<file path="config.mk">
export PLATFORM = sky130hd
export DESIGN_NAME = ddr_bank_tracker
export DESIGN_NICKNAME = d
export VERILOG_FILES = /design/src/rtl/ddr_trk_pkg.sv /design/src/rtl/ddr_trk_decode.sv /design/src/rtl/ddr_trk_bank.sv /design/src/rtl/ddr_trk_xbank.sv /design/src/rtl/ddr_bank_tracker.sv
export SDC_FILE = /design/constraint.sdc
export NUM_CORES = 1
export LEC_CHECK = 0
export ABC_CLOCK_PERIOD_IN_PS = 8900
export CAP_MARGIN = 5
export CORE_MARGIN = 2
export CORE_UTILIZATION = 35
export DETAILED_ROUTE_END_ITERATION = 8
export PLACE_DENSITY = 0.61
export RECOVER_POWER = 100
export SYNTH_ARGS = -nofsm -noshare
export SYNTH_HDL_FRONTEND = slang
export SYNTH_SLANG_ARGS = --single-unit
</file>
<file path="constraint.sdc">
create_clock -name clk -period 8.9 [get_ports clk]
set_input_delay 2.67 -clock clk [delete_from_list [all_inputs] [get_ports clk]]
set_output_delay 2.67 -clock clk [all_outputs]
set_load 0.02 [all_outputs]
</file>
<file path="src/rtl/ddr_trk_pkg.sv">
package ddr_trk_pkg;

  typedef enum logic [2:0] {
    C_NOP, C_ACT, C_RD, C_WR, C_PRE, C_REF, C_MRS, C_BST
  } cmd_e;

  localparam int NV        = 13;
  localparam int V_STATE   = 0;
  localparam int V_RCD     = 1;
  localparam int V_RP      = 2;
  localparam int V_RASMIN  = 3;
  localparam int V_RASMAX  = 4;
  localparam int V_RC      = 5;
  localparam int V_RRD     = 6;
  localparam int V_WR2PRE  = 7;
  localparam int V_RD2PRE  = 8;
  localparam int V_WR2RD   = 9;
  localparam int V_RD2WR   = 10;
  localparam int V_MRD     = 11;
  localparam int V_DAL     = 12;

  // round a picosecond limit up to whole clock cycles
  function automatic int ps2cyc(input int ps, input int tck_ps);
    return (ps + tck_ps - 1) / tck_ps;
  endfunction

  function automatic int gap_wr2pre(input int half);
    return 4 + half;
  endfunction

  function automatic int gap_rd2pre(input int half);
    return half;
  endfunction

  function automatic int gap_wr2rd(input int half);
    return 2 + half;
  endfunction

  function automatic int gap_rd2wr(input int half);
    return 3 + half;
  endfunction

  function automatic int gap_wrap_act(input int half, input int dal);
    return 1 + half + dal;
  endfunction

  function automatic int gap_rdap_act(input int half, input int rp);
    return half + rp;
  endfunction

  // countdown value to load for a minimum gap of g cycles
  function automatic int wait_load(input int g);
    return (g > 1) ? g - 1 : 0;
  endfunction

endpackage

</file>
<file path="src/rtl/ddr_trk_decode.sv">
module ddr_trk_decode
  import ddr_trk_pkg::*;
(
  input  logic cs_n,
  input  logic ras_n,
  input  logic cas_n,
  input  logic we_n,
  output cmd_e cmd
);

  always_comb begin
    cmd = C_NOP;
    if (!cs_n) begin
      unique case ({ras_n, cas_n, we_n})
        3'b011:  cmd = C_ACT;
        3'b101:  cmd = C_RD;
        3'b100:  cmd = C_WR;
        3'b010:  cmd = C_PRE;
        3'b001:  cmd = C_REF;
        3'b000:  cmd = C_MRS;
        3'b110:  cmd = C_BST;
        default: cmd = C_NOP;
      endcase
    end
  end

endmodule

</file>
<file path="src/rtl/ddr_trk_bank.sv">
module ddr_trk_bank
  import ddr_trk_pkg::*;
#(
  parameter int RCD    = 3,
  parameter int RP     = 3,
  parameter int RAS    = 7,
  parameter int RASMAX = 20000,
  parameter int RC     = 10,
  parameter int DAL    = 6,
  parameter int CW     = 6
) (
  input  logic          clk,
  input  logic          rst_n,
  input  logic          act_hit,
  input  logic          rd_hit,
  input  logic          wr_hit,
  input  logic          pre_hit,
  input  logic          ap,
  input  logic [2:0]    bl_half,
  output logic          is_open,
  output logic [NV-1:0] v
);

  localparam int AW = $clog2(RASMAX + 3);
  localparam logic [AW-1:0] AGE_FLAG = AW'(RASMAX + 1);
  localparam logic [AW-1:0] AGE_SAT  = AW'(RASMAX + 2);

  logic          open_q;
  logic [CW-1:0] rcd_w, rp_w, ras_w, rc_w, wp_w, rdp_w, dal_w;
  logic [AW-1:0] age_q;

  // named events for checking
  logic col_hit, col_open, close_by_pre, close_by_ap, ras_expired;
  assign col_hit      = rd_hit | wr_hit;
  assign col_open     = col_hit & open_q;
  assign close_by_pre = pre_hit & open_q;
  assign close_by_ap  = col_open & ap;
  assign ras_expired  = open_q && (age_q == AGE_FLAG);
  assign is_open      = open_q;

  function automatic logic [CW-1:0] tick(input logic [CW-1:0] c);
    return (c == '0) ? '0 : c - 1'b1;
  endfunction

  function automatic logic [CW-1:0] ld(input int g);
    return CW'(wait_load(g));
  endfunction

  always_comb begin
    v = '0;
    v[V_STATE]  = (act_hit && open_q) || (col_hit && !open_q);
    v[V_RCD]    = col_open && (rcd_w != '0);
    v[V_RP]     = act_hit && (rp_w != '0);
    v[V_DAL]    = act_hit && (dal_w != '0);
    v[V_RC]     = act_hit && (rc_w != '0);
    v[V_RASMIN] = close_by_pre && (ras_w != '0);
    v[V_RASMAX] = ras_expired;
    v[V_WR2PRE] = close_by_pre && (wp_w != '0);
    v[V_RD2PRE] = close_by_pre && (rdp_w != '0);
  end

  always_ff @(posedge clk) begin
    if (!rst_n) begin
      open_q <= 1'b0;
      rcd_w  <= '0;
      rp_w   <= '0;
      ras_w  <= '0;
      rc_w   <= '0;
      wp_w   <= '0;
      rdp_w  <= '0;
      dal_w  <= '0;
      age_q  <= '0;
    end else begin
      rcd_w <= tick(rcd_w);
      rp_w  <= tick(rp_w);
      ras_w <= tick(ras_w);
      rc_w  <= tick(rc_w);
      wp_w  <= tick(wp_w);
      rdp_w <= tick(rdp_w);
      dal_w <= tick(dal_w);
      if (act_hit) begin
        open_q <= 1'b1;
        rcd_w  <= ld(RCD);
        ras_w  <= ld(RAS);
        rc_w   <= ld(RC);
        age_q  <= AW'(1);
      end else if (open_q && age_q != AGE_SAT) begin
        age_q  <= age_q + 1'b1;
      end
      if (col_open) begin
        if (wr_hit) wp_w  <= ld(gap_wr2pre(int'(bl_half)));
        if (rd_hit) rdp_w <= ld(gap_rd2pre(int'(bl_half)));
        if (ap) begin
          open_q <= 1'b0;
          dal_w  <= wr_hit ? ld(gap_wrap_act(int'(bl_half), DAL))
                           : ld(gap_rdap_act(int'(bl_half), RP));
        end
      end
      if (close_by_pre) begin
        open_q <= 1'b0;
        rp_w   <= ld(RP);
      end
    end
  end


  act_opens_chk: assert property (@(posedge clk) disable iff (!rst_n)
    act_hit |=> open_q);

  pre_closes_chk: assert property (@(posedge clk) disable iff (!rst_n)
    pre_hit |=> !open_q);

  ap_closes_chk: assert property (@(posedge clk) disable iff (!rst_n)
    close_by_ap |=> !open_q);

  rcd_after_act_chk: assert property (@(posedge clk) disable iff (!rst_n)
    (act_hit ##1 col_hit) |-> v[V_RCD]);

endmodule

</file>
<file path="src/rtl/ddr_trk_xbank.sv">
module ddr_trk_xbank
  import ddr_trk_pkg::*;
#(
  parameter int RRD      = 2,
  parameter int MRD_IDLE = 2,
  parameter int CW       = 6,
  parameter int BA_W     = 2
) (
  input  logic            clk,
  input  logic            rst_n,
  input  logic            act,
  input  logic            rd,
  input  logic            wr,
  input  logic            mrs,
  input  logic            any_cmd,
  input  logic [BA_W-1:0] ba,
  input  logic [2:0]      bl_half,
  output logic [NV-1:0]   v
);

  logic [CW-1:0]   rrd_w, w2r_w, r2w_w, mrd_w;
  logic [BA_W-1:0] last_ba;
  logic            other_bank;

  assign other_bank = (ba != last_ba);

  function automatic logic [CW-1:0] tick(input logic [CW-1:0] c);
    return (c == '0) ? '0 : c - 1'b1;
  endfunction

  function automatic logic [CW-1:0] ld(input int g);
    return CW'(wait_load(g));
  endfunction

  always_comb begin
    v = '0;
    v[V_RRD]   = act && other_bank && (rrd_w != '0);
    v[V_WR2RD] = rd && (w2r_w != '0);
    v[V_RD2WR] = wr && (r2w_w != '0);
    v[V_MRD]   = any_cmd && (mrd_w != '0);
  end

  always_ff @(posedge clk) begin
    if (!rst_n) begin
      rrd_w   <= '0;
      w2r_w   <= '0;
      r2w_w   <= '0;
      mrd_w   <= '0;
      last_ba <= '0;
    end else begin
      rrd_w <= tick(rrd_w);
      w2r_w <= tick(w2r_w);
      r2w_w <= tick(r2w_w);
      mrd_w <= tick(mrd_w);
      if (act) begin
        rrd_w   <= ld(RRD);
        last_ba <= ba;
      end
      if (wr)  w2r_w <= ld(gap_wr2rd(int'(bl_half)));
      if (rd)  r2w_w <= ld(gap_rd2wr(int'(bl_half)));
      if (mrs) mrd_w <= ld(MRD_IDLE + 1);
    end
  end


  mrd_next_chk: assert property (@(posedge clk) disable iff (!rst_n)
    (mrs ##1 any_cmd) |-> v[V_MRD]);

  wr_rd_chk: assert property (@(posedge clk) disable iff (!rst_n)
    (wr ##1 rd) |-> v[V_WR2RD]);

endmodule

</file>
<file path="src/rtl/ddr_bank_tracker.sv">
module ddr_bank_tracker
  import ddr_trk_pkg::*;
#(
  parameter int NBANK       = 4,
  parameter int TCK_PS      = 6000,
  parameter int TRCD_PS     = 18000,
  parameter int TRP_PS      = 18000,
  parameter int TRAS_PS     = 42000,
  parameter int TRAS_MAX_PS = 120000000,
  parameter int TRC_PS      = 60000,
  parameter int TRRD_PS     = 12000,
  parameter int TWR_PS      = 15000,
  parameter int MRD_IDLE    = 2,
  localparam int BA_W       = $clog2(NBANK)
) (
  input  logic            clk,
  input  logic            rst_n,
  input  logic            cs_n,
  input  logic            ras_n,
  input  logic            cas_n,
  input  logic            we_n,
  input  logic [BA_W-1:0] ba,
  input  logic            a10,
  input  logic [3:0]      bl_len,
  output logic            cmd_ok,
  output logic [NV-1:0]   viol,
  output logic            sticky_err,
  output logic [NBANK-1:0] bank_open
);

  localparam int RCD_C    = ps2cyc(TRCD_PS, TCK_PS);
  localparam int RP_C     = ps2cyc(TRP_PS, TCK_PS);
  localparam int RAS_C    = ps2cyc(TRAS_PS, TCK_PS);
  localparam int RASMAX_C = ps2cyc(TRAS_MAX_PS, TCK_PS);
  localparam int RC_C     = ps2cyc(TRC_PS, TCK_PS);
  localparam int RRD_C    = ps2cyc(TRRD_PS, TCK_PS);
  localparam int DAL_C    = ps2cyc(TWR_PS, TCK_PS) + RP_C;
  localparam int CW       = $clog2(RC_C + DAL_C + RAS_C + MRD_IDLE + 16);

  cmd_e            cmd;
  logic            is_act, is_rd, is_wr, is_pre, is_mrs, any_cmd;
  logic [2:0]      bl_half;
  logic [NBANK-1:0] sel;
  logic [NV-1:0]   xv;
  logic [NV-1:0]   bv [NBANK];
  logic [NV-1:0]   viol_now;

  ddr_trk_decode u_dec (
    .cs_n (cs_n), .ras_n(ras_n), .cas_n(cas_n), .we_n(we_n), .cmd(cmd)
  );

  assign is_act  = (cmd == C_ACT);
  assign is_rd   = (cmd == C_RD);
  assign is_wr   = (cmd == C_WR);
  assign is_pre  = (cmd == C_PRE);
  assign is_mrs  = (cmd == C_MRS);
  assign any_cmd = (cmd != C_NOP);
  assign bl_half = bl_len[3:1];

  always_comb begin
    sel = '0;
    sel[ba] = 1'b1;
  end

  for (genvar i = 0; i < NBANK; i++) begin : g_bank
    ddr_trk_bank #(
      .RCD(RCD_C), .RP(RP_C), .RAS(RAS_C), .RASMAX(RASMAX_C),
      .RC(RC_C), .DAL(DAL_C), .CW(CW)
    ) u_bank (
      .clk     (clk),
      .rst_n   (rst_n),
      .act_hit (is_act & sel[i]),
      .rd_hit  (is_rd & sel[i]),
      .wr_hit  (is_wr & sel[i]),
      .pre_hit (is_pre & (a10 | sel[i])),
      .ap      (a10),
      .bl_half (bl_half),
      .is_open (bank_open[i]),
      .v       (bv[i])
    );
  end

  ddr_trk_xbank #(
    .RRD(RRD_C), .MRD_IDLE(MRD_IDLE), .CW(CW), .BA_W(BA_W)
  ) u_xbank (
    .clk     (clk),
    .rst_n   (rst_n),
    .act     (is_act),
    .rd      (is_rd),
    .wr      (is_wr),
    .mrs     (is_mrs),
    .any_cmd (any_cmd),
    .ba      (ba),
    .bl_half (bl_half),
    .v       (xv)
  );

  always_comb begin
    viol_now = xv;
    for (int i = 0; i < NBANK; i++) viol_now = viol_now | bv[i];
  end

  always_ff @(posedge clk) begin
    if (!rst_n) begin
      viol       <= '0;
      cmd_ok     <= 1'b1;
      sticky_err <= 1'b0;
    end else begin
      viol       <= viol_now;
      cmd_ok     <= ~|viol_now;
      sticky_err <= sticky_err | (|viol_now);
    end
  end


  sticky_hold_chk: assert property (@(posedge clk) disable iff (!rst_n)
    sticky_err |=> sticky_err);

  desel_quiet_chk: assert property (@(posedge clk) disable iff (!rst_n)
    cs_n |=> ((viol & ~(NV'(1) << V_RASMAX)) == '0));

  desel_hold_chk: assert property (@(posedge clk) disable iff (!rst_n)
    cs_n |=> $stable(bank_open));

endmodule

</file>
# == Word level (Yosys, flattened, before mapping) ==
# Index checks and enable logic that the tools add are counted.
# op_classes
n_reduce_logical,156
mux,109
order_cmp,7
n_addsub,46
eq_ne,20
bitwise,38
# op_table
op,count
two-way mux 6 bit,49
zero test 6 bit,32
nonzero test 6 bit,32
subtractor 6 x 1 -> 6 bit (second input constant),32
> comparator 32 x 2 -> 1 bit (second input constant),4
adder 15 x 1 -> 15 bit (second input constant),4
== test 15 bit (second input constant),4
!= test 15 bit (second input constant),4
OR reduction 3 bit,18
logical AND 1 bit,50
bitwise OR 13 bit,3
two-way mux 2 bit,18
two-way mux 4 bit,8
two-way mux 3 bit,9
bitwise AND 1 bit,24
subtractor 6 x 2 -> 6 bit (second input constant),4
two-way mux 1 bit,23
one-hot mux 3 bit (7 select lines),1
OR reduction 2 bit,8
== test 3 bit (second input constant),5
bitwise OR 12 x 13 -> 13 bit,1
OR reduction 13 bit,1
== test 3 x 2 -> 1 bit (second input constant),4
bitwise OR 1 bit,9
other kinds (17),29
# totals
register_bits,273
output_inout_bits,19
input_bits,13

# == Longest topological paths before layout ==
# Gate-level depths: netlist of the first run.
# depth
ltp_word,14
depth_mapped,12

# == Cells and area by module ==
# A second synthesis of the first run with hierarchy kept.
# hier_totals
cells_unflattened,1754
hier_area_um2,14823.0
# by_module_without_submodules
mod,instances,area_per_inst_um2,cells_per_inst,seq_area_each_um2
ddr_trk_bank at g_bank[0].u_bank ...,3,3124.2,374,1161.1
ddr_trk_bank at g_bank[2].u_bank,1,3066.7,359,1161.1
ddr_trk_xbank,1,1579.0,177,520.5
ddr_bank_tracker,1,750.7,88,300.3
ddr_trk_decode,1,53.8,8,0.0

# == Worst setup path before layout of the first run ==
# No wires, ideal clock.
# synth_path
kind,input to register
start,input bl_len[1]
end,register g_bank[0].u_bank.dal_w[3]
required_ns,8.785
path_slack_ns,3.691
stages,11
n_path_buf,3
setup_ns,0.115
t_arrival_ns,5.094
path_cell_list,clkbuf_1 -> clkbuf_1 -> inv_1 -> ha_1 -> clkbuf_1 -> nor2b_1 -> mux2_2 -> a22oi_1 -> mux2_2 -> o22ai_1 -> and2_1
# synth_via
elab_chain_len,7
elab_cells_between_ends,12
# synth_rtl
item,line,text
from (decl),ddr_bank_tracker.sv:24,"input logic [3:0] bl_len,"
adder 1 x 3 -> 4 bit,ddr_trk_pkg.sv:44,return 1 + half + dal;
adder 4 x 3 -> 5 bit,ddr_trk_pkg.sv:44,
> comparator 32 x 2 -> 1 bit or subtractor 6 x 2 -> 6 bit (tied branches),ddr_trk_pkg.sv:53,return (g > 1) ? g - 1 : 0;
two-way mux 6 bit,ddr_trk_pkg.sv:53,
two-way mux 6 bit *,ddr_trk_bank.sv:95,"dal_w <= wr_hit ? ld(gap_wrap_act(int'(bl_half), DAL))"
two-way mux 6 bit *,ddr_trk_bank.sv:93,if (ap) begin
two-way mux 6 bit *,ddr_trk_bank.sv:90,if (col_open) begin
to (signal assigned),ddr_trk_bank.sv:80,dal_w <= tick(dal_w);
to (signal assigned),ddr_trk_bank.sv:95,
to (decl),ddr_trk_bank.sv:29,"logic [CW-1:0] rcd_w, rp_w, ras_w, rc_w, wp_w, rdp_w, dal_w;"
# Every way passes the cells marked *; elsewhere a longest branch is shown, timed or not.
# A chain may end at the register's enable or synchronous reset.

# == Worst setup path after layout of the first run ==
# layout_path
start,input rst_n
end,register g_bank[0].u_bank.rp_w[5]
# layout_via
elab_chain_len,2
# layout_rtl
item,line,text
from (decl),ddr_bank_tracker.sv:17,"input logic rst_n,"
NOT 1 bit (no line),--,
OR reduction 3 bit (no line),--,
to (signal assigned),ddr_trk_bank.sv:75,rp_w <= tick(rp_w);
to (signal assigned),ddr_trk_bank.sv:101,rp_w <= ld(RP);
to (decl),ddr_trk_bank.sv:29,
# No other way between the ends.

==> results.json, run 1 <==
{
  "status": "complete, but fails checks",
  "violations": "capacitance limit, slew limit",
  "via_count": 10980,
  "yosysUniqueCellTypes": 71,
  "final_util_pct": 40.35,
  "grt_max_degree": 84,
  "wirelength_um": 31100,
  "met2_length_um": 13950,
  "dp_hpwl_um": 21930,
  "slew_headroom_pct": -119.3,
  "post_drt_wl_per_cell_um": 14.08,
  "grt_pass1_wl_um": 51830,
  "leakage_nw": 6.239,
  "ys_ff_latch": 273,
  "drt_iter0_markers": 734,
  "root_buffer": "clkbuf_16",
  "ir_drop_mv": 0.1533,
  "dieArea_um2": 40920,
  "numClockSinks": 273,
  "worstSetupPathType": "input pin to flop",
  "dr_wl_met3_um": 1431,
  "ys_seq_area_share_pct": 39.72,
  "power_density_nw_per_um2": 339.1,
  "drtPass1Iterations": 6,
  "synthesis.area_um2": 13760,
  "max_freq_ghz": 0.1635,
  "path_cells": "buf_4, clkbuf_1, o21ai_0, nand2b_1, nor2_1",
  "antenna_found_initial": 2,
  "synth_cells": 1644,
  "ios": 32,
  "end_kind": "flop",
  "async_flop_share_pct": 0,
  "rsz0062_at_grt": "false",
  "slowest_stage": "clkbuf_1",
  "route.detailed.drc": 0,
  "htreeDepth": 1,
  "clock_skew_ns": 0.01651,
  "final_cells": 2209,
  "die_x_um": 202.3,
  "synth_area_per_cell_um2": 8.370,
  "tns_ns": 0,
  "grt-ovfl-total": 0,
  "cts_tree": "done",
  "cp_max_fo": 83,
  "yosys_warnings": 0,
  "grt_use_total_pct": 15.24,
  "fin_hold_ws_ns": 0.4364,
  "fillers": 3911,
  "pre_cts_slack_ns": 2.503,
  "area_growth_pct": 13.57,
  "cts.repair.resized": 0,
  "highest_layer": "met4",
  "place_inst": 2149,
  "final_cell_area_um2": 15630,
  "die_h_um": 202.3,
  "cts_max_path_buffers": 3,
  "grt_pass1_vias": 10410,
  "hold_viol": 0,
  "fin_nets": 1756,
  "layout_setup_ws_ns": 2.784,
  "met1Wirelength_um": 14770,
  "hold_buffers": 0,
  "post_cts_buffers": 0,
  "maxCapViolCount": 1,
  "core_um2": 38740,
  "ant_nets": 0,
  "viasPerCell": 4.971,
  "cts.clk_slew.worst_paths_ns": 0.06,
  "synth_flop_cell": "dfxtp_1",
  "period_needed_ns": 6.116,
  "synth_edf_count": 0,
  "cp.arrival_ns": 6.63,
  "start_util_pct": 35.52,
  "placed_area_um2": 14560,
  "hp-class": "flop to flop",
  "slowest_delay_ns": 2.36,
  "p_total_mw": 5.300,
  "core.rowCount": 72,
  "clkLatencyLatePin_ns": 0.57,
  "worstSetupStartpointType": "input pin",
  "slew_violations": 84,
  "worst_pin_slew_ns": 3.290,
  "cp.required_ns": 9.41,
  "io_buffers": 30,
  "period_share_pct": 68.72,
  "setup_viol": 0,
  "synth_nets": 1736,
  "cts_buffers": 31,
  "layout-drive-gt1-share_pct": 4.855,
  "gp_congestion": 0.8264
}
-- cell usage after synthesis, types with 4 or more instances --
cell type | number | share of area (%)
a31oi_1 | 4 | 0.18
or2_2 | 10 | 0.45
and2_1 | 42 | 1.9
nand2_1 | 128 | 3.5
or4_1 | 5 | 0.27
and4_1 | 4 | 0.25
nand4_1 | 20 | 0.91
nand2b_1 | 18 | 0.82
nor2_1 | 249 | 6.8
nand3_1 | 40 | 1.5
and3_1 | 22 | 1.0
xnor2_1 | 96 | 6.1
buf_4 | 4 | 0.22
a21o_1 | 5 | 0.27
inv_1 | 97 | 2.6
o21a_1 | 27 | 1.5
a21boi_0 | 13 | 0.71
o22ai_1 | 25 | 1.1
mux2i_1 | 13 | 0.95
nor4_1 | 6 | 0.27
mux2_2 | 7 | 0.57
o211ai_1 | 5 | 0.27
ha_1 | 79 | 7.2
nor4b_1 | 8 | 0.51
clkbuf_1 | 43 | 1.2
o221ai_1 | 5 | 0.32
a21oi_1 | 57 | 2.1
dfxtp_1 | 273 | 40
nor3b_1 | 6 | 0.33
o21ai_0 | 42 | 1.5
or3_1 | 20 | 0.91
nor3_1 | 99 | 3.6
nor2b_1 | 41 | 1.9
xor2_1 | 74 | 4.7
-- worst paths after layout --
check	cells after the start	endpoint	startpoint	slack (ns)
hold / removal	1	g_bank[1].u_bank.ras_w[0]$_SDFF_PP0_	g_bank[1].u_bank.ras_w[0]$_SDFF_PP0_	0.44
hold reg to reg	1	g_bank[1].u_bank.ras_w[0]$_SDFF_PP0_	g_bank[1].u_bank.ras_w[0]$_SDFF_PP0_	0.44
setup / recovery	5	g_bank[0].u_bank.rp_w[5]$_SDFF_PP0_	rst_n	2.78
setup reg to reg	8	sticky_err$_SDFF_PN0_	g_bank[2].u_bank.rc_w[0]$_SDFF_PN0_	6.06
-- metal layers --
metal | vias up | GRT usage [%]
li1 | 5579 | -
met1 | 5143 | 20.55
met2 | 194 | 24.82
met3 | 65 | 2.677
met4 | 0 | 4.614
met5 | - | 0
-- final cells by class --
type / count / area [um^2] / share of cell area (%)
Inverter: 97 / 364.1 / 2.330
Clock inverter: 11 / 137.6 / 0.8806
Sequential cell: 273 / 5465 / 34.97
Multi-Input combinational cell: 1224 / 7724 / 49.42
Clock buffer: 47 / 945.9 / 6.052
Tap cell: 518 / 648.1 / 4.147
Antenna cell: 2 / 5.005 / 0.03202
Timing Repair Buffer: 37 / 339.1 / 2.170
-- power by group --
group	switching (mW)	leakage [nW]	internal [mW]	total, mW
Clock	0.511	0.542	0.815	1.33
Combinational	1.13	3.45	0.998	2.13
Sequential	0.265	2.24	1.58	1.84
-- critical path, delay by kind of cell --
family / cells / cell delay [ns]
simple gates: 2 / 0.55
compound gates: 1 / 0.53
buf+inv: 2 / 2.85
-- logic make-up (layout without fill, tap and decap cells) --
logic type / Yosys count / after routing / synth area share, %
other: 0 / 2 / 0
AOI/OAI and AO/OA: 212 / 212 / 9.793
buffers and inverters: 147 / 192 / 4.119
muxes: 24 / 24 / 2.091
and+or+nand+nor: 739 / 739 / 26.28
adders and majority gates: 79 / 79 / 7.183
xor gates and xnor gates: 170 / 170 / 10.82
DFF: 273 / 273 / 39.72
-- sequential cells by signal (all words and copies together), names as in the netlist --
register               flops
g_bank.u_bank.age_q       60
g_bank.u_bank.dal_w       24
g_bank.u_bank.ras_w       24
g_bank.u_bank.rc_w        24
g_bank.u_bank.rcd_w       24
g_bank.u_bank.rdp_w       24
g_bank.u_bank.rp_w        24
g_bank.u_bank.wp_w        24
viol                      13
u_xbank.mrd_w              6
u_xbank.r2w_w              6
u_xbank.rrd_w              6
u_xbank.w2r_w              6
g_bank.u_bank.is_open      4
u_xbank.last_ba            2
cmd_ok                     1
sticky_err                 1
-- cell usage in the layout, fill, tap and decap left out, types with 10 or more instances in the layout --
cell / n
inv_1: 97
and2_0: 22
and3_1: 22
nand3_1: 40
o22ai_1: 25
nor3_1: 99
mux2i_1: 13
dfxtp_1: 273
clkbuf_16: 31
nand4_1: 20
or3_1: 20
xnor2_1: 96
nor2b_1: 41
a21boi_0: 14
nor2_1: 249
nand2b_1: 18
and2_1: 21
a21oi_1: 57
ha_1: 79
xor2_1: 74
nand2_1: 128
o21a_1: 27
o21ai_0: 43
or2_2: 10
clkbuf_8: 11
dlygate4sd3_1: 23
(Power assumes the default switching activity.)
==> inputs of run 2 (changes only) <==
--- a/config.mk
+++ b/config.mk
@@ -5,7 +5,7 @@
 export SDC_FILE = /design/constraint.sdc
 export NUM_CORES = 1
 export LEC_CHECK = 0
-export ABC_CLOCK_PERIOD_IN_PS = 8900
+export ABC_CLOCK_PERIOD_IN_PS = 5780
 export CAP_MARGIN = 5
 export CORE_MARGIN = 2
 export CORE_UTILIZATION = 35
==> constraint.sdc (replaced) <==
create_clock -name clk -period 5.78 [get_ports clk]
set_input_delay 1.734 -clock clk [delete_from_list [all_inputs] [get_ports clk]]
set_output_delay 1.734 -clock clk [all_outputs]
set_load 0.02 [all_outputs]
==> results.json, run 2 (synthesis results as in run 1) <==
{
  "viasPerCell": 4.897,
  "gp_congestion": 0.8426,
  "htreeDepth": 1,
  "dp_hpwl_um": 21980,
  "cts_tree": "done",
  "cts.clk_slew.worst_paths_ns": 0.06,
  "fin_nets": 1762,
  "hp-class": "flop to flop",
  "worst_pin_slew_ns": 1.138,
  "route.detailed.drc": 0,
  "power_density_nw_per_um2": 517.0,
  "cts_max_path_buffers": 3,
  "p_seq_share_pct": 35.2,
  "slew_headroom_pct": 24.00,
  "status": "complete, no violations",
  "post_cts_buffers": 0,
  "cts_buffers": 31,
  "core_um2": 38740,
  "pre_cts_slack_ns": 0.8897,
  "via_count": 10830,
  "fin_hold_ws_ns": 0.4375,
  "final_util_pct": 40.26,
  "worstSetupStartpointType": "input pin",
  "wirelength_um": 30940,
  "antenna_found_initial": 2,
  "reg2reg_depth": 8,
  "slew_violations": 0,
  "slowest_delay_ns": 0.89,
  "drt_iter0_markers": 558,
  "cp_max_fo": 10,
  "tns_ns": 0,
  "die_x_um": 202.3,
  "drtPass1Iterations": 7,
  "layout_commonest_cell": "dfxtp_1",
  "fillers": 3903,
  "worst-path-stages": 9,
  "grt-ovfl-total": 0,
  "numClockSinks": 273,
  "dieArea_um2": 40920,
  "cts.repair.resized": 0,
  "ir_drop_mv": 0.1954,
  "end_kind": "flop",
  "ant_nets": 0,
  "path_cells": "dlygate4sd3_1, clkbuf_1, nor2_1, clkbuf_1, o221ai_1, o2111ai_1, a21oi_1, nand4b_1, o41a_1",
  "crit_family": "buffers and inverters",
  "setup_viol": 0,
  "maxCapViolCount": 0,
  "worstSetupPathType": "input pin to flop",
  "root_buffer": "clkbuf_16",
  "grt_pass1_vias": 10640,
  "layout_setup_ws_ns": 1.274,
  "area_growth_pct": 13.34,
  "intPower_mw": 5.141,
  "multi_input_area_um2": 7724,
  "final_cell_mix": "dfxtp_1, nor2_1, nand2_1",
  "core.rowCount": 72,
  "grt_pass1_wl_um": 52010,
  "regMostFlops": "g_bank.u_bank.age_q",
  "grt_use_total_pct": 15.19,
  "critPathBufInv": 3,
  "layout-drive-gt1-share_pct": 4.669,
  "max_freq_ghz": 0.2219,
  "die_h_um": 202.3,
  "clock_skew_ns": 0.007723,
  "seq_area_um2": 5465,
  "leakage_nw": 6.203,
  "hold_depth": 1,
  "cp.required_ns": 6.21,
  "post_drt_wl_per_cell_um": 13.99,
  "hold_viol": 0,
  "comb_power_share_pct": 40.7,
  "slowest_stage": "dlygate4sd3_1",
  "io_buffers": 30,
  "rsz0062_at_grt": "false",
  "clkLatencyLatePin_ns": 0.55,
  "hold_buffers": 0,
  "switchingPower_mw": 2.922,
  "grt_max_degree": 91,
  "period_share_pct": 77.96,
  "sw_frac_of_total_pct": 36.24,
  "start_util_pct": 35.52,
  "largest_reg_flops": 60,
  "clkPwrFrac_pct": 24.1,
  "p_total_mw": 8.064,
  "cpMostUsedCell": "clkbuf_1",
  "period_needed_ns": 4.506,
  "ios": 32,
  "cp.arrival_ns": 4.94
}
-- run 2: changes by cell type in the layout (fill, tap and decap cells not counted), moves of 2 or more --
| cell | previous run | this run |
|---|---|---|
| clkbuf_8 | 11 | 1 |
| and2_0 | 22 | 32 |
| buf_4 | 5 | 8 |
| and2_1 | 21 | 11 |
| inv_6 | 2 | 0 |
| clkinvlp_4 | 0 | 3 |
| clkbuf_1 | 8 | 14 |
-- run 2: power groups by stage --
stage | Clock [mW] | Combinational [mW] | Sequential [mW]
2_1_floorplan | 0 | 2.71 | 2.79
3_3_place_gp | 0 | 3.20 | 2.86
3_5_place_dp | 0 | 3.28 | 2.87
4_1_cts | 2.00 | 3.31 | 2.84
5_1_grt | 2.08 | 3.80 | 2.91
6_report | 1.94 | 3.28 | 2.84
-- run 2: worst register-to-register path, delay by kind of cell, from the launching register on --
family,cells,cell delay (ns)
compound gates,1,0.43
simple gates,4,1.23
fa+ha+maj,1,0.18
mux,1,0.50
flops,1,0.32
buf+inv,1,0.05
-- run 2: layer usage --
metal	global-route usage [%]	wire length [um]	up-vias
li1	-	-	5583
met1	20.26	14560	5050
met2	25.65	14310	152
met3	2.209	1350	48
met4	4.041	717	0
met5	0	0	-
-- run 2: cell type report --
cell class,instances,area share (%)
Inverter,97,2.335
Antenna cell,2,0.03209
Multi-Input combinational cell,1224,49.52
Tap cell,518,4.156
Clock inverter,14,1.139
Sequential cell,273,35.04
Clock buffer,41,5.279
Timing Repair Buffer,43,2.495
-- run 2: worst paths after layout --
kind                            slack, ns                                  from                                    to
worst max-delay path                 1.27                                 ba[0]                 sticky_err$_SDFF_PN0_
worst max register to register       2.95   g_bank[2].u_bank.rc_w[0]$_SDFF_PN0_                 sticky_err$_SDFF_PN0_
worst min-delay path                 0.44  g_bank[1].u_bank.ras_w[0]$_SDFF_PP0_  g_bank[1].u_bank.ras_w[0]$_SDFF_PP0_
worst min register to register       0.44  g_bank[1].u_bank.ras_w[0]$_SDFF_PP0_  g_bank[1].u_bank.ras_w[0]$_SDFF_PP0_
-- run 2: through the flow --
step                instance area [um^2]  std cells
floorplan                          13760       1644
global placement                   14610       2155
detailed placement                 14610       2155
CTS                                15620       2210
global route                       15590       2210
finish                             15600       2212
==> inputs of run 3 (changes only) <==
--- a/config.mk
+++ b/config.mk
@@ -5,7 +5,7 @@
 export SDC_FILE = /design/constraint.sdc
 export NUM_CORES = 1
 export LEC_CHECK = 0
-export ABC_CLOCK_PERIOD_IN_PS = 5780
+export ABC_CLOCK_PERIOD_IN_PS = 4700
 export CAP_MARGIN = 5
 export CORE_MARGIN = 2
 export CORE_UTILIZATION = 35
==> constraint.sdc (replaced) <==
create_clock -name clk -period 4.7 [get_ports clk]
set_input_delay 1.41 -clock clk [delete_from_list [all_inputs] [get_ports clk]]
set_output_delay 1.41 -clock clk [all_outputs]
set_load 0.02 [all_outputs]
==> results.json, run 3 (synthesis results as in run 1) <==
{
  "core.rowCount": 72,
  "path_cells": "dlygate4sd3_1, nor3b_1, nor2b_1, clkbuf_1, nand2_1, mux2_2, o22ai_1, and2_0",
  "setup_viol": 0,
  "regMostFlops": "g_bank.u_bank.age_q",
  "met2_length_um": 13880,
  "wirelength_um": 31220,
  "cp.arrival_ns": 4.58,
  "cts.clk_slew.worst_paths_ns": 0.06,
  "largest_reg_flops": 60,
  "post_drt_wl_per_cell_um": 14.06,
  "hold_viol": 0,
  "layout_setup_ws_ns": 0.6325,
  "min_to": "g_bank[1].u_bank.rcd_w[0]$_SDFF_PP0_",
  "max_freq_ghz": 0.2459,
  "io_buffers": 30,
  "layout-drive-gt1-share_pct": 5.118,
  "final_util_pct": 40.42,
  "ios": 32,
  "pre_cts_slack_ns": 0.4973,
  "dp_hpwl_um": 22480,
  "antenna_found_initial": 3,
  "tns_ns": 0,
  "route.detailed.drc": 0,
  "area_growth_pct": 13.78,
  "critPathBufInv": 2,
  "root_buffer": "clkbuf_16",
  "hold_buffers": 0,
  "met1Wirelength_um": 14920,
  "post_cts_buffers": 0,
  "p_total_mw": 9.965,
  "cp.required_ns": 5.21,
  "crit_family": "simple AND/OR/NAND/NOR gates",
  "dieArea_um2": 40920,
  "die_h_um": 202.3,
  "numClockSinks": 273,
  "worstSetupStartpointType": "input pin",
  "slowest_stage": "nor3b_1",
  "ant_nets": 0,
  "via_count": 10980,
  "final_cell_mix": "dfxtp_1, nor2_1, nand2_1",
  "final_cell_area_um2": 15660,
  "grt_pass1_wl_um": 51760,
  "start_util_pct": 35.52,
  "worst_pin_slew_ns": 1.110,
  "cts.repair.resized": 0,
  "reg2reg_depth": 6,
  "slowest_delay_ns": 0.92,
  "viasPerCell": 4.942,
  "worstSetupPathType": "input pin to flop",
  "place_inst": 2164,
  "leakage_nw": 6.235,
  "final_cells": 2221,
  "core_um2": 38740,
  "cp_max_fo": 10,
  "ir_drop_mv": 0.3339,
  "cts_buffers": 31,
  "fin_nets": 1771,
  "power_density_nw_per_um2": 636.5,
  "layout_commonest_cell": "dfxtp_1",
  "worstReg2RegStart": "g_bank[0].u_bank.is_open$_SDFF_PP0_",
  "fillers": 3893,
  "grt_use_total_pct": 15.17,
  "fin_hold_ws_ns": 0.4340,
  "status": "complete, no violations",
  "maxCapViolCount": 0,
  "clock_skew_ns": 0.009787,
  "period_needed_ns": 4.067,
  "drt_iter0_markers": 756,
  "htreeDepth": 1,
  "slew_violations": 0,
  "cts_tree": "done",
  "period_share_pct": 86.54,
  "hp-class": "flop to flop",
  "drtPass1Iterations": 7,
  "r2r_setup_slack_ns": 1.83,
  "slew_headroom_pct": 25.84,
  "dr_wl_met3_um": 1443,
  "grt_max_degree": 51,
  "hold_depth": 1,
  "cts_max_path_buffers": 3,
  "clkLatencyLatePin_ns": 0.57,
  "grt_pass1_vias": 10610,
  "reg2reg_to": "sticky_err$_SDFF_PN0_",
  "rsz0062_at_grt": "false",
  "die_x_um": 202.3,
  "highest_layer": "met5",
  "grt-ovfl-total": 0,
  "end_kind": "flop",
  "placed_area_um2": 14670,
  "gp_congestion": 0.8375,
  "hp-start": "g_bank[1].u_bank.rcd_w[0]$_SDFF_PP0_"
}
run 3: cell count changes in the layout (fill, tap and decap cells not counted), sizes merged:
cell	change
clkbuf	+7
buf	+3
clkinv	-2
inv	+2
bufinv	-1
clkinvlp	-1
diode	+1
run 3: worst max-delay path by stage:
stage / start / endpoint / slack (ns) / depth (start not counted)
after global placement: bl_len[2] / g_bank[0].u_bank.dal_w[3]$_SDFF_PN0_ / 0.54 / 10
after global routing: we_n / g_bank[2].u_bank.age_q[9]$_SDFFE_PP0P_ / 0.49 / 7
final: ras_n / g_bank[0].u_bank.dal_w[3]$_SDFF_PN0_ / 0.63 / 8
after floorplan: bl_len[1] / g_bank[0].u_bank.dal_w[3]$_SDFF_PN0_ / 0.75 / 11
after detailed placement: ba[0] / sticky_err$_SDFF_PN0_ / 0.50 / 8
after CTS: ba[0] / sticky_err$_SDFF_PN0_ / 1.10 / 8
run 3: final cells by class:
cell class	instances	area [um^2]	area share, %
multi-input cells	1224	7724	49.33
flip-flops and latches	273	5465	34.90
clock buffers	42	877.1	5.602
well taps	518	648.1	4.139
repair buffers	52	421.7	2.693
inverters	97	364.1	2.325
clock inverters	12	150.1	0.9589
diodes	3	7.507	0.04795
run 3: power breakdown:
part           internal, mW  switching (mW)
clock                  1.46           0.962
combinational          1.89            2.16
sequential             2.99           0.503
run 3: worst register-to-register path, delay by kind of cell, from the launching register on:
kind | cells | cell delay, ns
flops | 1 | 0.83
mux | 2 | 0.75
simple gates | 1 | 0.25
compound gates | 3 | 0.92
run 3: per-layer routing:
metal,GRT usage (%),vias to the layer above
li1,-,5608
met2,24.80,179
met4,5.083,2
met3,2.483,56
met1,20.31,5131
met5,0,-
